==> src/rtl/fbctl_pkg.sv <==
package fbctl_pkg;
  localparam int unsigned ADDR_W = 21;
  localparam int unsigned STRIDE_SH = 3;

  localparam logic [ADDR_W-1:0] OFF_ID    = 21'h000000;
  localparam logic [ADDR_W-1:0] OFF_HDISP = 21'h080118;
  localparam logic [ADDR_W-1:0] OFF_VDISP = 21'h080150;
  localparam logic [ADDR_W-1:0] OFF_CTL   = 21'h080300;
  localparam logic [ADDR_W-1:0] OFF_TOP   = 21'h080400;
  localparam logic [ADDR_W-1:0] OFF_CPAL  = 21'h080508;
  localparam logic [ADDR_W-1:0] OFF_CPOS  = 21'h080638;
  localparam logic [ADDR_W-1:0] OFF_PAL   = 21'h080800;
  localparam logic [ADDR_W-1:0] OFF_PAT   = 21'h081000;
  localparam logic [ADDR_W-1:0] OFF_SWRST = 21'h180000;

  localparam int unsigned CPAL_SPAN = 32'h18;
  localparam int unsigned PAL_SPAN  = 32'h800;
  localparam int unsigned PAT_SPAN  = 32'h1000;
  localparam int unsigned CPAL_N    = CPAL_SPAN >> STRIDE_SH;
  localparam int unsigned PAL_N     = PAL_SPAN >> STRIDE_SH;
  localparam int unsigned PAT_N     = PAT_SPAN >> STRIDE_SH;
  localparam int unsigned PAL_IDX_W = $clog2(PAL_N);
  localparam int unsigned PAT_IDX_W = $clog2(PAT_N);
  localparam int unsigned COLOR_W   = 24;
  localparam int unsigned PAT_W     = 16;

  localparam logic [31:0] ID_VALUE = 32'h0000_0010;

  localparam int unsigned CTL_BLANK_BIT = 10;
  localparam int unsigned CTL_NOCUR_BIT = 23;
  localparam int unsigned CTL_DEPTH_LSB = 20;

  typedef enum logic [1:0] {
    SZ_BYTE = 2'd0,
    SZ_HALF = 2'd1,
    SZ_WORD = 2'd2
  } acc_size_e;

  typedef enum logic [3:0] {
    RG_NONE, RG_ID, RG_HDISP, RG_VDISP, RG_CTL, RG_TOP, RG_CPOS,
    RG_CPAL, RG_PAL, RG_PAT, RG_TIMING, RG_SWRST
  } region_e;

  typedef enum logic [1:0] {
    ST_IDLE, ST_FETCH, ST_COMMIT
  } acc_state_e;
endpackage

==> src/rtl/fbctl_decode.sv <==
module fbctl_decode
  import fbctl_pkg::*;
(
  input  logic [ADDR_W-1:2]    waddr_i,
  output region_e              region_o,
  output logic [PAT_IDX_W-1:0] idx_o
);
  logic [ADDR_W-1:0] off;
  assign off = {waddr_i, 2'b00};

  always_comb begin
    region_o = RG_NONE;
    idx_o    = '0;
    if (off >= OFF_PAL && off < OFF_PAL + ADDR_W'(PAL_SPAN)) begin
      region_o = RG_PAL;
      idx_o    = PAT_IDX_W'(off[STRIDE_SH +: PAL_IDX_W]);
    end else if (off >= OFF_PAT && off < OFF_PAT + ADDR_W'(PAT_SPAN)) begin
      region_o = RG_PAT;
      idx_o    = off[STRIDE_SH +: PAT_IDX_W];
    end else if (off >= OFF_CPAL && off < OFF_CPAL + ADDR_W'(CPAL_SPAN)) begin
      region_o = RG_CPAL;
      // base sits one stride above a 32-byte boundary
      idx_o    = PAT_IDX_W'(off[4:3] - 2'd1);
    end else begin
      unique case (off)
        OFF_ID:    region_o = RG_ID;
        OFF_HDISP: region_o = RG_HDISP;
        OFF_VDISP: region_o = RG_VDISP;
        OFF_CTL:   region_o = RG_CTL;
        OFF_TOP:   region_o = RG_TOP;
        OFF_CPOS:  region_o = RG_CPOS;
        OFF_SWRST: region_o = RG_SWRST;
        21'h080000, 21'h080108, 21'h080110, 21'h080120, 21'h080128,
        21'h080130, 21'h080138, 21'h080140, 21'h080148, 21'h080158,
        21'h080160, 21'h080168, 21'h080170, 21'h080200:
                   region_o = RG_TIMING;
        default:   region_o = RG_NONE;
      endcase
    end
  end
endmodule

==> src/rtl/fbctl_lane.sv <==
module fbctl_lane
  import fbctl_pkg::*;
(
  input  logic [1:0]  size_i,
  input  logic [1:0]  lane_i,
  input  logic [31:0] old_i,
  input  logic [31:0] wdata_i,
  output logic [31:0] merged_o,
  output logic [31:0] extract_o
);
  always_comb begin
    merged_o  = old_i;
    extract_o = old_i;
    unique case (acc_size_e'(size_i))
      SZ_BYTE: begin
        merged_o[8*lane_i +: 8] = wdata_i[7:0];
        extract_o = {24'h0, old_i[8*lane_i +: 8]};
      end
      SZ_HALF: begin
        merged_o[16*lane_i[1] +: 16] = wdata_i[15:0];
        extract_o = {16'h0, old_i[16*lane_i[1] +: 16]};
      end
      default: begin
        merged_o  = wdata_i;
        extract_o = old_i;
      end
    endcase
  end
endmodule

==> src/rtl/fbctl_depth.sv <==
module fbctl_depth (
  input  logic [2:0] code_i,
  output logic [4:0] depth_o
);
  always_comb begin
    unique case (code_i)
      3'd0:    depth_o = 5'd1;
      3'd1:    depth_o = 5'd2;
      3'd2:    depth_o = 5'd4;
      3'd3:    depth_o = 5'd8;
      3'd4:    depth_o = 5'd15;
      3'd5:    depth_o = 5'd16;
      default: depth_o = 5'd0;
    endcase
  end
endmodule

==> src/rtl/fbctl_regs.sv <==
module fbctl_regs
  import fbctl_pkg::*;
#(
  parameter int unsigned DIM_W = 16
) (
  input  logic                        clk_i,
  input  logic                        rst_ni,
  input  logic                        req_i,
  input  logic                        we_i,
  input  logic [1:0]                  size_i,
  input  logic [ADDR_W-1:0]           addr_i,
  input  logic [31:0]                 wdata_i,
  output logic                        ready_o,
  output logic                        done_o,
  output logic [31:0]                 rdata_o,
  output logic                        err_o,
  input  logic                        frame_done_i,
  output logic                        irq_o,
  output logic [DIM_W-1:0]            width_o,
  output logic [DIM_W-1:0]            height_o,
  output logic [31:0]                 top_o,
  output logic [11:0]                 cursor_x_o,
  output logic [11:0]                 cursor_y_o,
  output logic                        cursor_en_o,
  output logic                        blank_o,
  output logic [4:0]                  depth_o,
  output logic [CPAL_N*COLOR_W-1:0]   cur_pal_o,
  output logic                        pal_we_o,
  output logic [PAL_IDX_W-1:0]        pal_idx_o,
  output logic [COLOR_W-1:0]          pal_wdata_o,
  output logic                        pat_re_o,
  output logic                        pat_we_o,
  output logic [PAT_IDX_W-1:0]        pat_idx_o,
  output logic [PAT_W-1:0]            pat_wdata_o,
  input  logic [PAT_W-1:0]            pat_rdata_i,
  output logic                        mem_clr_o
);
  localparam int unsigned POS_W = 24;

  acc_state_e          state_q;
  logic                req_we_q;
  logic [1:0]          size_q;
  logic [ADDR_W-1:0]   addr_q;
  logic [31:0]         wdata_q;

  logic [DIM_W-1:0]    width_q, height_q;
  logic [31:0]         ctl_q, top_q;
  logic [POS_W-1:0]    cpos_q;
  logic [COLOR_W-1:0]  cpal_q [CPAL_N];
  logic                irq_q;

  region_e             region;
  logic [PAT_IDX_W-1:0] idx;
  logic [31:0]         old_word, merged, extracted;
  logic                readable, commit, wr, swrst;

  // request capture and access sequencing
  always_ff @(posedge clk_i or negedge rst_ni) begin
    if (!rst_ni) begin
      state_q  <= ST_IDLE;
      req_we_q <= 1'b0;
      size_q   <= 2'd0;
      addr_q   <= '0;
      wdata_q  <= '0;
    end else begin
      unique case (state_q)
        ST_IDLE: if (req_i) begin
          state_q  <= ST_FETCH;
          req_we_q <= we_i;
          size_q   <= size_i;
          addr_q   <= addr_i;
          wdata_q  <= wdata_i;
        end
        ST_FETCH:  state_q <= ST_COMMIT;
        default:   state_q <= ST_IDLE;
      endcase
    end
  end

  fbctl_decode u_decode (
    .waddr_i  (addr_q[ADDR_W-1:2]),
    .region_o (region),
    .idx_o    (idx)
  );

  always_comb begin
    old_word = '0;
    readable = 1'b1;
    unique case (region)
      RG_ID:    old_word = ID_VALUE;
      RG_HDISP: old_word = 32'(width_q >> 2);
      RG_VDISP: old_word = 32'(height_q) << 1;
      RG_CTL:   old_word = ctl_q;
      RG_CPAL:  old_word = 32'(cpal_q[idx[1:0]]);
      RG_PAT:   old_word = 32'(pat_rdata_i);
      default:  readable = 1'b0;
    endcase
  end

  fbctl_lane u_lane (
    .size_i    (size_q),
    .lane_i    (addr_q[1:0]),
    .old_i     (old_word),
    .wdata_i   (wdata_q),
    .merged_o  (merged),
    .extract_o (extracted)
  );

  assign commit = (state_q == ST_COMMIT);
  assign wr     = commit && req_we_q;
  assign swrst  = wr && (region == RG_SWRST);

  always_ff @(posedge clk_i or negedge rst_ni) begin
    if (!rst_ni) begin
      width_q  <= '0;
      height_q <= '0;
      ctl_q    <= '0;
      top_q    <= '0;
      cpos_q   <= '0;
    end else if (swrst) begin
      width_q  <= '0;
      height_q <= '0;
      ctl_q    <= '0;
      top_q    <= '0;
      cpos_q   <= '0;
    end else if (wr) begin
      unique case (region)
        RG_HDISP: width_q  <= {merged[DIM_W-3:0], 2'b00};
        RG_VDISP: height_q <= merged[DIM_W:1];
        RG_CTL:   ctl_q    <= merged;
        RG_TOP:   top_q    <= merged;
        RG_CPOS:  cpos_q   <= merged[POS_W-1:0];
        default: ;
      endcase
    end
  end

  for (genvar g = 0; g < CPAL_N; g++) begin : g_cpal
    always_ff @(posedge clk_i or negedge rst_ni) begin
      if (!rst_ni)
        cpal_q[g] <= '0;
      else if (swrst)
        cpal_q[g] <= '0;
      else if (wr && region == RG_CPAL && idx[1:0] == 2'(g))
        cpal_q[g] <= merged[COLOR_W-1:0];
    end
    assign cur_pal_o[g*COLOR_W +: COLOR_W] = cpal_q[g];
  end

  // frame pulse wins over a same-edge write
  always_ff @(posedge clk_i or negedge rst_ni) begin
    if (!rst_ni)           irq_q <= 1'b0;
    else if (frame_done_i) irq_q <= 1'b1;
    else if (wr)           irq_q <= 1'b0;
  end

  fbctl_depth u_depth (
    .code_i  (ctl_q[CTL_DEPTH_LSB +: 3]),
    .depth_o (depth_o)
  );

  assign ready_o     = (state_q == ST_IDLE);
  assign done_o      = commit;
  assign rdata_o     = (commit && !req_we_q && readable) ? extracted : '0;
  assign err_o       = commit && (req_we_q ? (region == RG_NONE) : !readable);
  assign irq_o       = irq_q;
  assign width_o     = width_q;
  assign height_o    = height_q;
  assign top_o       = top_q;
  assign cursor_x_o  = cpos_q[23:12];
  assign cursor_y_o  = cpos_q[11:0];
  assign cursor_en_o = !ctl_q[CTL_NOCUR_BIT];
  assign blank_o     = ctl_q[CTL_BLANK_BIT];
  assign pal_we_o    = wr && (region == RG_PAL);
  assign pal_idx_o   = idx[PAL_IDX_W-1:0];
  assign pal_wdata_o = merged[COLOR_W-1:0];
  assign pat_re_o    = (state_q == ST_FETCH) && (region == RG_PAT);
  assign pat_we_o    = wr && (region == RG_PAT);
  assign pat_idx_o   = idx;
  assign pat_wdata_o = merged[PAT_W-1:0];
  assign mem_clr_o   = swrst;
endmodule

==> config.mk <==
export PLATFORM = sky130hd
export DESIGN_NAME = fbctl_regs
export DESIGN_NICKNAME = d
export VERILOG_FILES = /design/src/rtl/fbctl_pkg.sv /design/src/rtl/fbctl_decode.sv /design/src/rtl/fbctl_lane.sv /design/src/rtl/fbctl_depth.sv /design/src/rtl/fbctl_regs.sv
export SDC_FILE = /design/constraint.sdc
export NUM_CORES = 1
export LEC_CHECK = 0
export BUFFER_PORTS_ARGS = -buffer_cell sky130_fd_sc_hd__clkbuf_2
export CAP_MARGIN = 20
export CORE_MARGIN = 1.5
export CORE_UTILIZATION = 54
export DETAILED_ROUTE_END_ITERATION = 12
export PLACE_DENSITY = 0.81
export SLEW_MARGIN = 40
export SYNTH_ARGS = -nofsm -noshare
export SYNTH_HDL_FRONTEND = slang
export SYNTH_SLANG_ARGS = --single-unit
==> constraint.sdc <==
create_clock -name clk_i -period 4.7 [get_ports clk_i]
set_input_delay 0.94 -clock clk_i [delete_from_list [all_inputs] [get_ports clk_i]]
set_output_delay 0.94 -clock clk_i [all_outputs]
set_load 0.005 [all_outputs]
==> results.json, run 1 <==
{
  "status": "finished, final reports clean",
  "cts_tree": "built",
  "grt_antenna_before_repair": 0,
  "clk_path_buf_depth": 3,
  "area_growth_pct": 24.5,
  "layout_common_cells": "clkbuf_2, dfrtp_1, nor2_1, o21ai_0",
  "yosys_warnings": 0,
  "die_w_um": 160,
  "dieArea_um2": 25600,
  "crit_type": "reg -> out",
  "grtUsageTotal_pct": 39.4,
  "clk_pin_slew_ns": 0.06,
  "grt_pass1_vias": 12700,
  "min_period_over_period_pct": 100,
  "wl_um": 51600,
  "wl_per_cell_um": 25.1,
  "fin_setup_tns_ns": 0,
  "gp_congestion": 1.06,
  "syn_area_um2": 13300,
  "dr_total_vias": 13400,
  "core_area_um2": 24200,
  "worst-endpoint-arrival_ns": 3.76,
  "fin_ws_ns": 0.000614,
  "seqPwrFrac_pct": 39.3,
  "initialDrtViolationCount": 1886,
  "maxSlewHeadroom_pct": 40.5,
  "drc": 0,
  "finalSetupViolations": 0,
  "antenna_left": 0,
  "cts_buffers": 27,
  "setup.worst_path.end_class": "primary output",
  "std_cell_rows": 57,
  "holdWs_ns": 0.307,
  "comb_power_share_pct": 25.6,
  "avgSynthCellArea_um2": 9.53,
  "leakagePower_nw": 7.54,
  "cellPowerDensity_nw_per_um2": 386,
  "maxCapViolCount": 0,
  "place_ws_ns": 0.224,
  "fillers": 1895,
  "period_needed_ns": 4.70,
  "firstDrtPassIters": 6,
  "dp_hpwl_um": 38100,
  "mostFrequentLayoutCell": "clkbuf_2",
  "critPathMaxFanout": 12,
  "synth_cell_type_count": 85,
  "tightestPinTransition_ns": 0.892,
  "ys_ff_latch": 249,
  "dp_cells": 2007,
  "synthCells": 1396,
  "clkPwrFrac_pct": 35.1,
  "ys_seq_area_share_pct": 46.8,
  "layout.nets": 1797,
  "rsz0062_at_grt": "true",
  "fin_cells": 2056,
  "drive_gt1_share_pct": 33.2,
  "die_y_um": 160,
  "slew_violations": 0,
  "synthArstFlopShare_pct": 100,
  "grt_pass1_wl_um": 77000,
  "htreeDepth": 1,
  "power.net_switching_mw": 2.19,
  "fmax_mhz": 213,
  "peakVddDrop_uv": 260,
  "n_antenna_cell": 0,
  "clkLatencyLatePin_ns": 0.55,
  "required_ns": 3.76,
  "synthFlopType": "dfrtp_1",
  "root_buffer": "clkbuf_16",
  "p_int_mw": 4.20,
  "min_path_type": "in -> async",
  "viasPerCell": 6.51,
  "sw_frac_of_total_pct": 34.3,
  "finalHoldViolations": 0,
  "clock-sinks": 249,
  "initial_utilization_pct": 54.9,
  "finClkSkew_ns": 0.0201,
  "grt_max_degree": 96,
  "io_buffers": 337,
  "utilization_pct": 68.3,
  "io_pins": 340,
  "synth_edf_count": 0,
  "worstSetupStartpointType": "register",
  "grt.overflow.total": 0
}
==> critical path, stage by stage, from the launching register on <==
cell       delay, ns
dfrtp_2         0.47
or4b_4          0.60
a211o_4         0.36
o31ai_2         0.26
buf_6           0.21
a32oi_1         0.13
a21oi_2         0.31
nor3_1          0.15
a2111oi_1       0.41
buf_4           0.19
clkbuf_2        0.12
==> final timing paths <==
check,from,endpoint,slack (ns),cells past startpoint
max,addr_q[5]$_DFFE_PN0P_,rdata_o[0],0.0006,10
min,rst_ni,addr_q[13]$_DFFE_PN0P_,0.31,1
max reg2reg,addr_q[5]$_DFFE_PN0P_,cur_pal_o[33]$_DFFE_PN0P_,1.12,11
min reg2reg,state_q[1]$_DFFE_PN0P_,state_q[1]$_DFFE_PN0P_,0.47,1
max in group asynchronous,rst_ni,width_o[12]$_DFFE_PN0P_,3.34,3
min in group clk_i,state_q[1]$_DFFE_PN0P_,state_q[1]$_DFFE_PN0P_,0.47,1
==> cell usage after synthesis (all sizes together) (9+ instances only) <==
library cell | number | area share, %
a211oi | 27 | 1.6
a21boi | 10 | 0.56
a21oi | 104 | 3.9
a221oi | 12 | 0.79
a222oi | 13 | 0.98
a22o | 13 | 0.86
a22oi | 30 | 1.7
and2 | 22 | 1.0
and3 | 9 | 0.43
buf | 57 | 2.9
clkbuf | 66 | 1.9
dfrtp | 249 | 47
inv | 29 | 0.82
mux2 | 49 | 4.1
mux2i | 89 | 6.7
nand2 | 104 | 3.0
nand2b | 13 | 0.61
nand3 | 17 | 0.64
nor2 | 181 | 5.2
nor2b | 10 | 0.47
nor3 | 23 | 1.1
nor4 | 14 | 0.82
o211ai | 10 | 0.56
o21ai | 129 | 5.0
o31ai | 10 | 0.60
==> area by class of cell <==
type                            count  area, um2  area share (%)
Multi-Input combinational cell    996       6550            39.5
Sequential cell                   249       6230            37.6
Timing Repair Buffer              411       2340            14.1
Clock buffer                       34        742            4.48
Tap cell                          324        405            2.45
Clock inverter                     13        186            1.13
Inverter                           29        109           0.657
==> timing repair <==
action | CTS | global route
cloned | 0 | 0
buffers inserted | 0 | 2
hold endpoints to repair | 0 | 0
hold buffers | 0 | 0
pin swaps | 0 | 9
resized for setup | 21 | 26
endpoints found under the setup margin | 30 | 27
==> metal layers <==
metal / track usage (%) / vias up / part of all wire (%)
met5: 0 / - / 0
met4: 17.6 / 0 / 5.3
met3: 10.4 / 229 / 12
met2: 62.4 / 1056 / 45
met1: 50.9 / 6444 / 37
li1: - / 5657 / -
==> stage by stage <==
step | instance area (um2) | power (mW)
6_report | 16600 | 6.39
5_1_grt | 16600 | 6.56
4_1_cts | 16400 | 6.29
3_5_place_dp | 15400 | 4.06
2_1_floorplan | 13300 | 3.38
3_3_place_gp | 15400 | 4.05
==> power by group through the flow <==
stage	Sequential (mW)	Clock, mW	Combinational (mW)
2_1_floorplan	2.41	0	0.973
3_3_place_gp	2.53	0	1.52
3_5_place_dp	2.53	0	1.53
4_1_cts	2.49	2.24	1.55
5_1_grt	2.52	2.32	1.71
6_report	2.51	2.24	1.63
==> flip-flops by register name, summed over array words and instances (netlist names) <==
signal and flops:
width_o 14, irq_o 1, addr_q 21, state_q 2, wdata_q 32, ctl_q 32
cpos_q 24, req_we_q 1, cur_pal_o 72, height_o 16, size_q 2, top_o 32
==> logic make-up after synthesis <==
logic type / after synthesis / share of synthesized area, %
AOI/OAI and AO/OA: 418 / 20.6
xor gates and xnor gates: 2 / 0.132
adders and majority gates: 7 / 0.658
buffers and inverters: 152 / 5.57
DFF: 249 / 46.8
muxes: 138 / 10.8
other: 1 / 0.0282
and+or+nand+nor: 429 / 15.4
Power figures use the tool's default switching activity.
==> run 2, diff against run 1 <==
- clock period: 4.7 -> 5.19 ns (I/O delays scaled with it)
==> results.json, run 2 (same netlist as run 1, synthesis figures left out) <==
{
  "cellPowerDensity_nw_per_um2": 342,
  "fin_cells": 2047,
  "clk_path_buf_depth": 3,
  "largest_reg_flops": 72,
  "tightestPinTransition_ns": 0.920,
  "root_buffer": "clkbuf_16",
  "htreeDepth": 1,
  "initialDrtViolationCount": 1548,
  "crit_path_max_incr_delay_ns": 0.48,
  "status": "finished, final reports clean",
  "std_cell_rows": 57,
  "grt.overflow.total": 0,
  "slew_violations": 0,
  "setup.worst_path.end_class": "primary output",
  "period_needed_ns": 5.11,
  "timing.rr.end": "cur_pal_o[32]$_DFFE_PN0P_",
  "required_ns": 4.15,
  "cts_buffers": 26,
  "min_period_over_period_pct": 98.4,
  "grt_max_degree": 105,
  "grt_antenna_before_repair": 1,
  "r2r-start": "addr_q[5]$_DFFE_PN0P_",
  "wl_um": 50500,
  "crit_type": "reg -> out",
  "dr_total_vias": 13000,
  "io_buffers": 337,
  "clock-sinks": 249,
  "cts_tree": "built",
  "critPathMaxFanout": 15,
  "drc": 0,
  "dp_cells": 2001,
  "initial_utilization_pct": 54.9,
  "place_ws_ns": 0.593,
  "gp_congestion": 1.04,
  "die_y_um": 160,
  "cts_setup_buffers": 0,
  "dp_hpwl_um": 37700,
  "leakagePower_nw": 7.40,
  "io_pins": 340,
  "area_growth_pct": 21.9,
  "mostFrequentLayoutCell": "clkbuf_2",
  "holdWs_ns": 0.386,
  "min_path_type": "in -> async",
  "dieArea_um2": 25600,
  "layout_common_cells": "clkbuf_2, dfrtp_1, nor2_1, o21ai_0, a21oi_1",
  "grtUsageTotal_pct": 39.1,
  "viasPerCell": 6.37,
  "fin_ws_ns": 0.0806,
  "fmax_mhz": 196,
  "crit_chain": "inv_1, ha_1, inv_1, a311oi_1, buf_4, and3_2, a222oi_1, a21boi_0, a22oi_1, nand3_1, nor3_1, clkbuf_2",
  "slowest_stage": "dfrtp_1",
  "rr_worst_depth": 10,
  "maxSlewHeadroom_pct": 38.6,
  "finalHoldViolations": 0,
  "grt_pass1_wl_um": 76900,
  "die_w_um": 160,
  "antenna_left": 0,
  "finalPower_mw": 5.54,
  "rrSetupSlack_ns": 1.47,
  "n_antenna_cell": 0,
  "peakVddDrop_uv": 264,
  "firstDrtPassIters": 8,
  "layout.nets": 1788,
  "core_area_um2": 24200,
  "wl_per_cell_um": 24.7,
  "worstSetupStartpointType": "register",
  "maxCapViolCount": 0,
  "finalSetupViolations": 0,
  "clk_pin_slew_ns": 0.06,
  "finClkSkew_ns": 0.0147,
  "grt_pass1_vias": 12700,
  "utilization_pct": 66.9,
  "cts_hold_buffers": 0,
  "worst-endpoint-arrival_ns": 4.07,
  "clkLatencyLatePin_ns": 0.55,
  "drive_gt1_share_pct": 31.0,
  "crit_family": "compound AO/OA/AOI/OAI gates",
  "cp_common_cell": "inv_1",
  "path_buf_inv": 4,
  "rsz0062_at_grt": "true"
}
[run 2: final cells by class]
| type | instances | area [um2] |
|---|---|---|
| repair buffers | 403 | 2240 |
| inverters | 29 | 109 |
| flip-flops and latches | 249 | 6230 |
| clock inverters | 10 | 95.1 |
| well taps | 324 | 405 |
| fillers | 1989 | 8030 |
| multi-input cells | 996 | 6410 |
| clock buffers | 36 | 728 |
[run 2: stage by stage]
| stage | area (um2) | TNS, ns |
|---|---|---|
| after floorplan | 13300 | 0 |
| final | 16200 | 0 |
| after global routing | 16200 | -0.0178 |
| after CTS | 16200 | 0 |
| after global placement | 15300 | 0 |
| after detailed placement | 15400 | 0 |
[run 2: how the worst max path moves through the flow]
stage | start | end | depth (start not counted)
after detailed placement | addr_q[4]$_DFFE_PN0P_ | rdata_o[6] | 11
after global placement | addr_q[4]$_DFFE_PN0P_ | rdata_o[6] | 11
final | addr_q[4]$_DFFE_PN0P_ | rdata_o[1] | 12
after global routing | addr_q[5]$_DFFE_PN0P_ | rdata_o[0] | 10
after CTS | addr_q[4]$_DFFE_PN0P_ | rdata_o[6] | 11
after floorplan | addr_q[3]$_DFFE_PN0P_ | err_o | 10
[run 2: where the power goes]
part	switching [mW]	total [mW]	internal, mW
combinational	0.927	1.45	0.522
sequential	0.209	2.26	2.06
clock	0.798	1.83	1.03
[run 2: per-layer routing]
layer	share of wire (%)	global-route usage, %	vias to the layer above
met1	38	51.2	6351
met2	46	62.7	899
li1	-	-	5657
met4	4.1	15.3	0
met3	11	9.95	142
met5	0	0	-
[run 2: timing repair]
action	4_1_cts	5_1_grt
endpoints found under the hold margin	0	0
setup endpoints to repair	0	11
resized for setup	0	7
[run 2: worst reg2reg max path, stage by stage, from the launching register on]
cell and delay (ns):
dfrtp_1 0.47, or4b_4 0.61, a211oi_4 0.42, a32oi_2 0.21
buf_4 0.23, a32o_1 0.27, a2111o_1 0.53, o21a_1 0.38
buf_4 0.24, mux2i_1 0.13, nor2_1 0.06
